## src/rtl/rxto_pkg.sv

```systemverilog
package rxto_pkg;
  // Causes that restart the timeout measurement.
  typedef struct packed {
    logic host_read;
    logic fifo_reset;
    logic new_start;
    logic held_off;
  } rxto_restart_t;

  function automatic logic rxto_any_restart(input rxto_restart_t r);
    return r.host_read | r.fifo_reset | r.new_start | r.held_off;
  endfunction
endpackage

```

## src/rtl/rxto_restart_gen.sv

```systemverilog
module rxto_restart_gen
  import rxto_pkg::*;
(
  input  logic fifo_mode,
  input  logic fifo_empty,
  input  logic fifo_rd,
  input  logic fifo_rst,
  input  logic start_det,
  output logic restart
);
  rxto_restart_t cause;

  always_comb begin
    cause.host_read  = fifo_rd;
    cause.fifo_reset = fifo_rst;
    cause.new_start  = start_det;
    cause.held_off   = fifo_empty | ~fifo_mode;
    restart          = rxto_any_restart(cause);
  end
endmodule

```

## src/rtl/rxto_bit_div.sv

```systemverilog
module rxto_bit_div #(
  parameter int FRAME_W = 4
) (
  input  logic               clk,
  input  logic               rst_n,
  input  logic               restart,
  input  logic               run,
  input  logic               bit_tick,
  input  logic [FRAME_W-1:0] frame_bits,
  output logic               char_pulse
);
  logic [FRAME_W-1:0] bit_q, bit_d;
  logic [FRAME_W:0]   bit_inc;
  logic               adv;
  logic               wrap;

  always_comb begin
    bit_inc    = {1'b0, bit_q} + {{FRAME_W{1'b0}}, 1'b1};
    adv        = bit_tick & run & ~restart;
    wrap       = bit_inc >= {1'b0, frame_bits};
    char_pulse = adv & wrap;
    bit_d      = bit_q;
    if (restart)
      bit_d = '0;
    else if (adv)
      bit_d = wrap ? '0 : bit_inc[FRAME_W-1:0];
  end

  always_ff @(posedge clk or negedge rst_n) begin
    if (!rst_n)
      bit_q <= '0;
    else
      bit_q <= bit_d;
  end
endmodule

```

## src/rtl/rxto_char_cnt.sv

```systemverilog
module rxto_char_cnt #(
  parameter int CHARS = 4
) (
  input  logic clk,
  input  logic rst_n,
  input  logic restart,
  input  logic char_pulse,
  output logic saturated
);
  localparam int CNT_W = $clog2(CHARS + 1);
  localparam logic [CNT_W-1:0] LIMIT = CNT_W'(CHARS);

  logic [CNT_W-1:0] cnt_q, cnt_d;

  always_comb begin
    saturated = (cnt_q == LIMIT);
    cnt_d     = cnt_q;
    if (restart)
      cnt_d = '0;
    else if (char_pulse && !saturated)
      cnt_d = cnt_q + CNT_W'(1);
  end

  always_ff @(posedge clk or negedge rst_n) begin
    if (!rst_n)
      cnt_q <= '0;
    else
      cnt_q <= cnt_d;
  end
endmodule

```

## src/rtl/rxto_detector.sv

```systemverilog
module rxto_detector #(
  parameter int FRAME_W = 4,
  parameter int CHARS   = 4
) (
  input  logic               clk,
  input  logic               rst_n,
  input  logic               fifo_mode,
  input  logic               bit_tick,
  input  logic [FRAME_W-1:0] frame_bits,
  input  logic               fifo_empty,
  input  logic               fifo_rd,
  input  logic               fifo_rst,
  input  logic               start_det,
  output logic               timeout_o
);
  logic [1:0] rst_sync_q;
  logic       rst_n_s;
  logic       restart;
  logic       char_pulse;
  logic       saturated;

  // Asynchronous assert, synchronous release.
  always_ff @(posedge clk or negedge rst_n) begin
    if (!rst_n)
      rst_sync_q <= 2'b00;
    else
      rst_sync_q <= {rst_sync_q[0], 1'b1};
  end
  assign rst_n_s = rst_sync_q[1];

  rxto_restart_gen u_restart (
    .fifo_mode  (fifo_mode),
    .fifo_empty (fifo_empty),
    .fifo_rd    (fifo_rd),
    .fifo_rst   (fifo_rst),
    .start_det  (start_det),
    .restart    (restart)
  );

  rxto_bit_div #(.FRAME_W(FRAME_W)) u_bit_div (
    .clk        (clk),
    .rst_n      (rst_n_s),
    .restart    (restart),
    .run        (~saturated),
    .bit_tick   (bit_tick),
    .frame_bits (frame_bits),
    .char_pulse (char_pulse)
  );

  rxto_char_cnt #(.CHARS(CHARS)) u_char_cnt (
    .clk        (clk),
    .rst_n      (rst_n_s),
    .restart    (restart),
    .char_pulse (char_pulse),
    .saturated  (saturated)
  );

  assign timeout_o = saturated & ~fifo_empty & fifo_mode;
endmodule

```

## config.mk

```make
export PLATFORM = sky130hd
export DESIGN_NAME = rxto_detector
export DESIGN_NICKNAME = d
export VERILOG_FILES = /design/src/rtl/rxto_pkg.sv /design/src/rtl/rxto_restart_gen.sv /design/src/rtl/rxto_bit_div.sv /design/src/rtl/rxto_char_cnt.sv /design/src/rtl/rxto_detector.sv
export SDC_FILE = /design/constraint.sdc
export NUM_CORES = 1
export LEC_CHECK = 0
export BUFFER_PORTS_ARGS = -buffer_cell sky130_fd_sc_hd__buf_4
export CORE_AREA = 2 2 39 41
export CTS_BUF_LIST = sky130_fd_sc_hd__clkbuf_8
export CTS_CLUSTER_DIAMETER = 60
export DETAILED_ROUTE_END_ITERATION = 7
export DIE_AREA = 0 0 41 43
export PLACE_DENSITY = 0.73
export SETUP_SLACK_MARGIN = 0.1
export SLEW_MARGIN = 20
export SYNTH_ARGS = -nofsm -noshare
export SYNTH_HDL_FRONTEND = slang
export SYNTH_SLANG_ARGS = --single-unit
```

## constraint.sdc

```tcl
create_clock -name clk -period 1.36 [get_ports clk]
set_input_delay 0.136 -clock clk [delete_from_list [all_inputs] [get_ports clk]]
set_output_delay 0.136 -clock clk [all_outputs]
set_load 0.05 [all_outputs]
```

==> reports/qor.csv, run 1 <==
stage,metric,value,unit
outcome,status,finished with violations,
outcome,violated checks,negative setup slack,
logic_synthesis,"count leader, synth",inv_1,
logic_synthesis,"Seq/Total Area, Yosys",33.8,%
placed_design,# port buffers,12,
logic_synthesis,Mean Syn Cell Area,8.64,µm²
layout,Inserted Diodes,0,
die,IO Pins,13,
timing,Final Hold Fails,0,
drt,Starting DRT DRC Count,8,
global_routing,first-pass GRT wire length,3100,µm
logic_synthesis,synth top area cells,"dfrtp_1 34%, ha_1 13%, inv_1 6.8%",
logic_synthesis,Yosys cell types,31,
global_routing,initial antenna violation count,0,
timing,Final WS setup,-715,ps
timing,setup-violating endpoint count in the final report,8,
worst_setup_path,worst path bufs/invs,1,
clock_tree,CTS tree,built,
logic_synthesis,Seq cells post-synth,9,
timing,worst slew pin tran,530,ps
clock_tree,clock root cell,clkbuf_8,
worst_setup_path,CP startpoint kind,flop,
clock_tree,Clock Latency Late Sink,230,ps
layout,Finished Layout Cells,134,
clock_tree,Num CTS Buffers,3,
power_and_ir_drop,Leak,0.000547,µW
logic_synthesis,Netlist Area Pre-Place,666,µm²
drt,via count,722,
clock_tree,clk slew on worst S/H paths,40,ps
power_and_ir_drop,VDD IR max,0.958,mV
global_routing,largest net degree at the start of global routing,10,
layout,Fillers,92,
power_and_ir_drop,Net Sw Power,143,µW
logic_synthesis,async set-reset flop share out of synthesis,100,%
timing,Min Hold Slack,121,ps
job,max cap viols,0,
worst_setup_path,Crit. End Element,flop,
layout,synth-to-layout area growth,66.7,%
timing,final count of pins violating max slew,0,
hold_path,Hold Crit Class,flop to asynchronous set/reset pin,
timing,Max Clock Skew,2.56,ps
logic_synthesis,Synth warnings,0,
die,Die H,43,µm
timing,slew margin rel.,63.7,%
power_and_ir_drop,Sw Share,21.7,%
placed_design,Post-Place Cells,126,
worst_setup_path,slowest CP cell,dfrtp_2,
logic_synthesis,Yosys top cell by area,dfrtp_1,
power_and_ir_drop,Comb pwr share,13.3,%
power_and_ir_drop,Reg power frac,42.0,%
power_and_ir_drop,pwr dens,594,mW/mm²
drt,vias per cell,5.39,
die,num rows,14,
drt,Wirelength per Cell,13.7,µm
placed_design,dpl hpwl,1240,µm
timing,unrepaired setup endpoints after global routing,yes,
timing,Setup TNS Final,-4290,ps
worst_setup_path,Crit Path Category,flop to flop,
worst_setup_path,CP Data Required Time,1500,ps
logic_synthesis,post-synth top area share,33.8,%
global_routing,vias in the first global route,774,
die,initial core utilization,48.1,%
timing,crit share post-route,153,%
die,core area,0.00138,mm²
global_routing,GRT Residual Overflow,0,
timing,Final Critical Period,2070,ps
logic_synthesis,Synthesized Nets,96,
logic_synthesis,Post-synth top cells,"12 x inv_1, 9 x dfrtp_1, 7 x ha_1, 6 x nand2_1, 5 x nand3_1",
clock_tree,Clock Sink Count,9,
worst_setup_path,"Critical Path, Cell by Cell","nand3_2, xor2_2, inv_1, ha_2, or2_1, a211o_1, a2111o_1, a31oi_1",
drt,final wirelength,1830,µm
drt,ANT nets after route,0,
layout,area occupied by multi-input gates,488,µm²
clock_tree,Max Buffers Root-to-Sink,2,
worst_setup_path,kind of cell adding the most delay to the critical path,compound AO/OA/AOI/OAI gates,
placed_design,GP Congestion,0.836,
worst_setup_path,Critical Path AT,2220,ps
die,chip width,41,µm
layout,# nets final,138,
worst_setup_path,Worst Path Max Fanout,4,
drt,DRC,0,
global_routing,Tot GR Track Use,25.8,%
power_and_ir_drop,Internal,516,µW
power_and_ir_drop,clock group share of total power,44.7,%
layout,FF/Latch Area,228,µm²
drt,DRT Pass-1 Iters,4,
logic_synthesis,Post-synth EDFFs,0,
clock_tree,htree depth,1,
logic_synthesis,cell count after synthesis,77,
worst_setup_path,Worst path max stage delay,440,ps
die,die footprint,0.00176,mm²
layout,share of post-route cells with drive strength above 1,48.3,%
logic_synthesis,"Top FF cell, synth",dfrtp_1,
timing,f_max,0.482,GHz
## power by group through the flow
stage | registers (µW) | logic, µW | clock network, µW
after floorplan | 280 | 31.8 | 0
after global placement | 281 | 74.2 | 0
after detailed placement | 281 | 75.5 | 0
after CTS | 277 | 83.9 | 297
after global routing | 278 | 96.2 | 317
final | 277 | 87.8 | 295
## routing by layer
layer | part of all wire (%) | vias up | wire length, µm | GRT usage, %
li1 | - | 360 | - | -
met4 | 0 | 0 | 0 | 2.00
met1 | 40 | 348 | 737 | 30.3
met2 | 56 | 14 | 1030 | 47.5
met3 | 3.5 | 0 | 64 | 4.71
met5 | 0 | - | 0 | 0
## worst reg2reg max path, stage by stage (launching register included)
cell	delay (ps)
dfrtp_2	440
nand3_2	100
xor2_2	190
inv_1	70
ha_2	170
or2_1	240
a211o_1	260
a2111o_1	370
a31oi_1	150
## per-stage QoR
step | util [%] | instance area, µm² | setup slack, ps | total power, µW
6_report | 80.2 | 1110 | -715 | 660
2_1_floorplan | - | 676 | -563 | 311
5_1_grt | 80.2 | 1110 | -800 | 691
3_5_place_dp | 68.2 | 943 | -723 | 356
3_3_place_gp | 68.2 | 943 | -765 | 355
4_1_cts | 78.3 | 1080 | -704 | 658
## layout make-up
type                            count  area share, %
Multi-Input combinational cell     56           44.0
Tap cell                           16           1.80
Timing Repair Buffer               37           25.6
Sequential cell                     9           20.5
Clock buffer                        3           3.72
Inverter                           12           4.06
Clock inverter                      1          0.338
## cells in the final DEF, fill, tap and decap left out, types with 2 or more instances in the layout
cell type  instances
dfrtp_2            2
nand2b_1           2
ha_2               3
buf_4             35
or3_1              3
nand2_1            5
clkbuf_8           3
inv_1             13
o41ai_2            3
o21ai_0            2
nand3_1            4
ha_1               3
dfrtp_1            7
nor2_1             3
## timing repair
| item | CTS | global route |
|---|---|---|
| gates resized for setup | 13 | 5 |
| hold endpoints to repair | 2 | 0 |
| pin swaps | 4 | 2 |
| hold buffers | 1 | 0 |
| endpoints found under the setup margin | 8 | 8 |
| buffers inserted | 3 | 0 |
| gates cloned | 0 | 0 |
## kinds of logic (layout without fill, tap and decap cells)
family | count (synthesis) | count (layout) | synth area share, %
other | 1 | 1 | 0.563
AO/OA/AOI/OAI | 19 | 19 | 21.4
XOR/XNOR | 2 | 2 | 2.63
multiplexers | 1 | 1 | 1.50
adder cells (fa/ha/maj) | 7 | 7 | 13.2
buffers and inverters | 12 | 53 | 6.77
AND/OR/NAND/NOR | 26 | 26 | 20.1
flip-flops | 9 | 9 | 33.8
## registers in the layout, indices dropped and copies added (netlist names)
register / count
rst_sync_q: 2
u_bit_div.bit_q: 4
u_char_cnt.cnt_q: 3
## final timing paths
kind                                                startpoint                              end  slack [ps]  depth (start not counted)
worst max register to register  u_bit_div.bit_q[0]$_DFFE_PN0P_   u_bit_div.bit_q[2]$_DFFE_PN0P_        -710                          8
worst min register to register         rst_sync_q[1]$_DFF_PN0_  u_char_cnt.cnt_q[1]$_DFFE_PN0P_         120                          0
min in group clk                       rst_sync_q[0]$_DFF_PN0_          rst_sync_q[1]$_DFF_PN0_         340                          0
worst min-delay path                   rst_sync_q[1]$_DFF_PN0_  u_char_cnt.cnt_q[1]$_DFFE_PN0P_         120                          0
worst max-delay path            u_bit_div.bit_q[0]$_DFFE_PN0P_   u_bit_div.bit_q[2]$_DFFE_PN0P_        -710                          8
max in group asynchronous              rst_sync_q[1]$_DFF_PN0_   u_bit_div.bit_q[1]$_DFFE_PN0P_         980                          0
Note: power is estimated with default switching activity, not from simulation.
==> run 2, diff against run 1 <==
PLACE_DENSITY = not set   (was 0.73)
PLACE_DENSITY_LB_ADDON = 0.2   (was not set)
==> reports/qor.csv, run 2 (same netlist as run 1, synthesis figures left out) <==
stage,metric,value,unit,change
outcome,status,finished with violations,,
outcome,violated checks,negative setup slack,,
drt,ANT nets after route,0,,unchanged
worst_setup_path,reg-to-reg setup timing slack,-710,ps,about the same
worst_setup_path,Crit. End Element,flop,,
job,max cap viols,0,,unchanged
clock_tree,CTS tree,built,,
timing,crit share post-route,152,%,-0.22 points
worst_setup_path,Critical path origin,u_bit_div.bit_q[1]$_DFFE_PN0P_,,
die,core area,0.00138,mm²,unchanged
power_and_ir_drop,VDD IR max,0.633,mV,-34%
clock_tree,Clock Sink Count,9,,unchanged
layout,Top reg by flops,u_bit_div.bit_q,,
power_and_ir_drop,Final Power,667,µW,+1.2%
worst_setup_path,critical path depth,7,,-1
clock_tree,clock root cell,clkbuf_8,,
worst_setup_path,slowest CP cell,dfrtp_1,,
timing,Max Clock Skew,4.76,ps,+2.20 ps
worst_setup_path,CP Data Required Time,1510,ps,about the same
die,die footprint,0.00176,mm²,unchanged
worst_setup_path,Reg2Reg Depth,7,,-1
worst_setup_path,"Critical Path, Cell by Cell","ha_2, xor2_1, ha_2, or2_1, a211o_1, a2111o_1, a31oi_2",,
worst_setup_path,Crit Reg-Reg Startpoint,u_bit_div.bit_q[1]$_DFFE_PN0P_,,
layout,Inserted Diodes,0,,unchanged
worst_setup_path,CP startpoint kind,flop,,
drt,DRT Pass-1 Iters,4,,unchanged
layout,share of post-route cells with drive strength above 1,46.2,%,-2.2 points
die,IO Pins,13,,unchanged
worst_setup_path,kind of cell adding the most delay to the critical path,compound AO/OA/AOI/OAI gates,,
timing,final count of pins violating max slew,0,,unchanged
global_routing,initial antenna violation count,0,,unchanged
clock_tree,Clock Latency Late Sink,230,ps,about the same
clock_tree,clk slew on worst S/H paths,50,ps,about the same
timing,unrepaired setup endpoints after global routing,yes,,
power_and_ir_drop,pwr dens,613,mW/mm²,+3.1%
layout,synth-to-layout area growth,63.5,%,
worst_setup_path,Worst path max stage delay,410,ps,-30 ps
drt,final wirelength,1950,µm,+6.5%
drt,Starting DRT DRC Count,20,,+12
layout,Largest register FFs,4,,unchanged
placed_design,# port buffers,12,,unchanged
hold_path,Hold Crit Class,flop to asynchronous set/reset pin,,
die,num rows,14,,unchanged
layout,# nets final,137,,-0.72%
drt,vias per cell,5.61,,+4.1%
clock_tree,Num CTS Buffers,3,,unchanged
drt,via count,746,,+3.3%
timing,setup-violating endpoint count in the final report,8,,unchanged
drt,DRC,0,,unchanged
layout,"commonest non-fill, non-tap cell in the layout",buf_4,,
worst_setup_path,Crit Path Category,flop to flop,,
power_and_ir_drop,Leak,0.000536,µW,-2.0%
layout,utilization after layout,78.7,%,-1.5 points
timing,Setup TNS Final,-4360,ps,-74.8 ps
layout,Largest regs,"u_bit_div.bit_q (4), u_char_cnt.cnt_q (3), rst_sync_q (2)",,
die,chip width,41,µm,unchanged
worst_setup_path,Critical Path AT,2220,ps,about the same
worst_setup_path,end of the critical path,u_bit_div.bit_q[2]$_DFFE_PN0P_,,
worst_setup_path,worst r2r dst,u_bit_div.bit_q[2]$_DFFE_PN0P_,,
worst_setup_path,crit-path most repeated cell,ha_2,,
clock_tree,htree depth,1,,unchanged
layout,most frequent cells in the layout,"33 x buf_4, 13 x inv_1, 9 x dfrtp_1",,
global_routing,GRT Residual Overflow,0,,unchanged
timing,Final Critical Period,2070,ps,-2.99 ps
drt,Wirelength per Cell,14.7,µm,+7.3%
clock_tree,Max Buffers Root-to-Sink,2,,unchanged
die,Die H,43,µm,unchanged
placed_design,GP Congestion,0.808,,-3.3%
die,initial core utilization,48.1,%,unchanged
placed_design,dpl hpwl,1300,µm,+5.5%
timing,f_max,0.483,GHz,+0.14%
worst_setup_path,worst path bufs/invs,0,,-1
global_routing,vias in the first global route,679,,-12%
global_routing,Tot GR Track Use,24.1,%,-1.8 points
global_routing,largest net degree at the start of global routing,10,,unchanged
global_routing,first-pass GRT wire length,2780,µm,-10%
worst_setup_path,Worst Path Max Fanout,3,,-1
timing,Final Hold Fails,0,,unchanged
timing,Final WS setup,-712,ps,+2.99 ps
run 2: per-layer routing:
layer,up-vias,GRT usage (%),wire length (µm)
met4,0,8.00,8
met5,-,0,0
met2,22,42.8,1060
li1,359,-,-
met3,2,4.71,84
met1,363,26.4,799
run 2: worst min path at each step:
stage / slack, ps / cells after the start / endpoint / from
6_report: 120 / 0 / u_bit_div.bit_q[2]$_DFFE_PN0P_ / rst_sync_q[1]$_DFF_PN0_
5_1_grt: 150 / 0 / u_bit_div.bit_q[2]$_DFFE_PN0P_ / rst_sync_q[1]$_DFF_PN0_
2_1_floorplan: -160 / 0 / rst_sync_q[0]$_DFF_PN0_ / rst_n
3_5_place_dp: -80 / 1 / rst_sync_q[1]$_DFF_PN0_ / rst_n
3_3_place_gp: -80 / 1 / rst_sync_q[0]$_DFF_PN0_ / rst_n
4_1_cts: 120 / 0 / u_bit_div.bit_q[2]$_DFFE_PN0P_ / rst_sync_q[1]$_DFF_PN0_
run 2: power by group:
part | switching (µW) | leakage [µW] | internal [µW] | total, µW
logic | 39.0 | 0.000388 | 48.1 | 87.1
clock network | 106 | 0.0000269 | 197 | 303
registers | 5.57 | 0.000121 | 272 | 278
run 2: timing repair:
action	CTS	global route
setup endpoints to repair	8	8
gates cloned	0	0
hold buffers	1	0
pin swaps	3	3
buffers inserted	1	1
endpoints found under the hold margin	2	0
resized for setup	10	6
run 2: stage by stage:
stage          hold WS [ps]  setup slack (ps)  instance area (µm²)  std cells
2_1_floorplan          -160              -563                  676         77
3_3_place_gp          -81.9              -750                  943        126
3_5_place_dp          -79.9              -715                  943        126
4_1_cts                 118              -731                 1050        132
5_1_grt                 149              -794                 1090        133
6_report                120              -712                 1090        133
run 2: layout make-up:
class | instances | area (µm²)
multi-input combinational | 56 | 469
clock inverter | 1 | 3.75
sequential | 9 | 225
inverter | 12 | 45.0
timing repair buffer | 36 | 284
fill | 89 | 295
clock buffer | 3 | 41.3
tap | 16 | 20.0
==> run 3, diff against run 2 <==
ABC_AREA = 1   (was not set)
SLEW_MARGIN = not set   (was 20)
==> reports/qor.csv, run 3 <==
stage,metric,value,unit,change
layout,utilization after layout,69.0,%,-9.7 points
timing,crit share post-route,130,%,-22 points
power_and_ir_drop,Leak,0.000550,µW,+2.7%
logic_synthesis,Netlist Area Pre-Place,608,µm²,-8.6%
drt,Starting DRT DRC Count,7,,-65%
logic_synthesis,"Top FF cell, synth",dfrtp_1,,
logic_synthesis,post-synth top area share,37.0,%,+3.2 points
job,max cap viols,0,,unchanged
drt,DRC,0,,unchanged
logic_synthesis,Synthesized Nets,92,,-4.2%
worst_setup_path,Reg2Reg Depth,11,,+4
worst_setup_path,end of the critical path,u_bit_div.bit_q[2]$_DFFE_PN0P_,,
drt,ANT nets after route,0,,unchanged
logic_synthesis,Yosys top cell by area,dfrtp_1,,
drt,final wirelength,1220,µm,-38%
logic_synthesis,synth top area cells,"dfrtp_1 37%, ha_1 14%, nand2_1 12%",,
logic_synthesis,cell count after synthesis,73,,-5.2%
worst_setup_path,reg-to-reg setup timing slack,-410,ps,+300 ps
global_routing,vias in the first global route,544,,-20%
layout,synth-to-layout area growth,57.0,%,
global_routing,GRT Residual Overflow,0,,unchanged
timing,Final Critical Period,1770,ps,-300 ps
worst_setup_path,Critical Path AT,1930,ps,-290 ps
outcome,violated checks,negative setup slack,,
layout,Top reg by flops,u_bit_div.bit_q,,
clock_tree,CTS tree,built,,
logic_synthesis,"Seq/Total Area, Yosys",37.0,%,+3.2 points
layout,Largest register FFs,4,,unchanged
clock_tree,htree depth,1,,unchanged
layout,"commonest non-fill, non-tap cell in the layout",buf_4,,
logic_synthesis,async set-reset flop share out of synthesis,100,%,unchanged
logic_synthesis,Mean Syn Cell Area,8.33,µm²,-3.6%
worst_setup_path,CP Data Required Time,1520,ps,about the same
placed_design,dpl hpwl,875,µm,-33%
die,die footprint,0.00176,mm²,unchanged
drt,via count,559,,-25%
worst_setup_path,worst r2r dst,u_bit_div.bit_q[2]$_DFFE_PN0P_,,
die,initial core utilization,43.9,%,-4.2 points
drt,DRT Pass-1 Iters,4,,unchanged
die,chip width,41,µm,unchanged
die,core area,0.00138,mm²,unchanged
drt,Wirelength per Cell,10.1,µm,-31%
global_routing,Tot GR Track Use,17.1,%,-7.0 points
clock_tree,Clock Latency Late Sink,230,ps,about the same
die,Die H,43,µm,unchanged
power_and_ir_drop,VDD IR max,0.806,mV,+27%
die,IO Pins,13,,unchanged
worst_setup_path,Crit Path Category,flop to flop,,
layout,most frequent cells in the layout,"25 x buf_4, 16 x nand2_1, 11 x inv_1",,
logic_synthesis,Yosys cell types,19,,-39%
clock_tree,clock root cell,clkbuf_8,,
worst_setup_path,Critical path origin,u_bit_div.bit_q[1]$_DFFE_PN0P_,,
hold_path,Hold Crit Class,flop to asynchronous set/reset pin,,
global_routing,largest net degree at the start of global routing,9,,-1
power_and_ir_drop,Final Power,654,µW,-2.0%
die,num rows,14,,unchanged
logic_synthesis,"count leader, synth",nand2_1,,
timing,final count of pins violating max slew,0,,unchanged
logic_synthesis,Post-synth EDFFs,0,,unchanged
layout,Inserted Diodes,0,,unchanged
worst_setup_path,Crit Reg-Reg Startpoint,u_bit_div.bit_q[1]$_DFFE_PN0P_,,
global_routing,initial antenna violation count,0,,unchanged
drt,vias per cell,4.62,,-18%
layout,# nets final,125,,-8.8%
timing,Final WS setup,-412,ps,+300 ps
clock_tree,Max Buffers Root-to-Sink,2,,unchanged
worst_setup_path,Crit. End Element,flop,,
placed_design,# port buffers,12,,unchanged
placed_design,GP Congestion,0.798,,-1.2%
outcome,status,finished with violations,,
clock_tree,clk slew on worst S/H paths,50,ps,about the same
worst_setup_path,CP startpoint kind,flop,,
layout,share of post-route cells with drive strength above 1,51.4,%,+5.3 points
layout,Finished Layout Cells,121,,-9.0%
timing,setup-violating endpoint count in the final report,7,,-1
timing,f_max,0.564,GHz,+17%
timing,unrepaired setup endpoints after global routing,yes,,
timing,Max Clock Skew,6.21,ps,+1.45 ps
power_and_ir_drop,pwr dens,685,mW/mm²,+12%
worst_setup_path,Worst Path Max Fanout,8,,+5
logic_synthesis,Seq cells post-synth,9,,unchanged
timing,Final Hold Fails,0,,unchanged
clock_tree,Clock Sink Count,9,,unchanged
timing,Min Hold Slack,120,ps,-0.541 ps
logic_synthesis,Synth warnings,0,,unchanged
layout,Largest regs,"u_bit_div.bit_q (4), u_char_cnt.cnt_q (3), rst_sync_q (2)",,
clock_tree,Num CTS Buffers,3,,unchanged
global_routing,first-pass GRT wire length,2070,µm,-26%
placed_design,Post-Place Cells,110,,-13%
logic_synthesis,Post-synth top cells,"20 x nand2_1, 13 x inv_1, 9 x dfrtp_1, 7 x ha_1, 7 x nand3_1",,
[run 3: through the flow]
stage | TNS, ps | area [µm²] | setup WS (ps)
detailed placement | -2210 | 793 | -373
global route | -3380 | 955 | -505
CTS | -2080 | 887 | -354
floorplan | -1720 | 616 | -291
finish | -2550 | 955 | -412
global placement | -2080 | 793 | -347
[run 3: kinds of logic (layout without fill, tap and decap cells)]
group / after synthesis / in the layout / synth area share (%)
and+or+nand+nor: 34 / 34 / 27.6
buffers and inverters: 14 / 46 / 8.64
DFF: 9 / 9 / 37.0
adders and majority gates: 7 / 7 / 14.4
AOI/OAI and AO/OA: 5 / 5 / 6.17
xor gates and xnor gates: 3 / 3 / 5.56
other: 1 / 1 / 0.617
[run 3: where the power goes]
| part | internal (µW) | total [µW] | leakage (µW) | switching (µW) |
|---|---|---|---|---|
| registers | 272 | 276 | 0.000121 | 4.69 |
| clock network | 200 | 315 | 0.0000255 | 114 |
| logic | 34.8 | 62.8 | 0.000404 | 28.0 |
[run 3: critical path, cell delays in order (launching register included)]
cell	delay, ps
dfrtp_1	380
ha_2	190
xor2_1	170
ha_1	330
nand2_1	70
inv_1	40
nand2_1	60
nand2_2	50
nand2_2	70
nand2_4	90
buf_4	150
o21ai_2	100
[run 3: routing by layer]
| metal | track usage [%] | share of wire, % | routed length (µm) | vias to the layer above |
|---|---|---|---|---|
| li1 | - | - | - | 293 |
| met1 | 23.1 | 45 | 545 | 247 |
| met2 | 25.3 | 48 | 580 | 19 |
| met3 | 4.71 | 7.8 | 95 | 0 |
| met4 | 6.00 | 0 | 0 | 0 |
| met5 | 0 | 0 | 0 | - |
[run 3: layout make-up]
class / instances / area, µm²
Clock buffer: 3 / 41.3
Fill cell: 114 / 429
Clock inverter: 1 / 5.00
Tap cell: 16 / 20.0
Timing Repair Buffer: 28 / 224
Inverter: 14 / 52.6
Sequential cell: 9 / 225
Multi-Input combinational cell: 50 / 387
[run 3: worst min path at each step]
| stage | slack (ps) | endpoint |
|---|---|---|
| 2_1_floorplan | -160 | rst_sync_q[0]$_DFF_PN0_ |
| 3_3_place_gp | -80 | rst_sync_q[0]$_DFF_PN0_ |
| 3_5_place_dp | -80 | rst_sync_q[1]$_DFF_PN0_ |
| 4_1_cts | 130 | u_bit_div.bit_q[2]$_DFFE_PN0P_ |
| 5_1_grt | 150 | u_bit_div.bit_q[2]$_DFFE_PN0P_ |
| 6_report | 120 | u_bit_div.bit_q[3]$_DFFE_PN0P_ |
[run 3: repair_timing]
action | CTS | global route
endpoints found under the hold margin | 2 | 0
hold buffers | 1 | 0
pin swaps | 5 | 5
setup buffers | 2 | 4
setup endpoints to repair | 8 | 8
resized for setup | 6 | 10
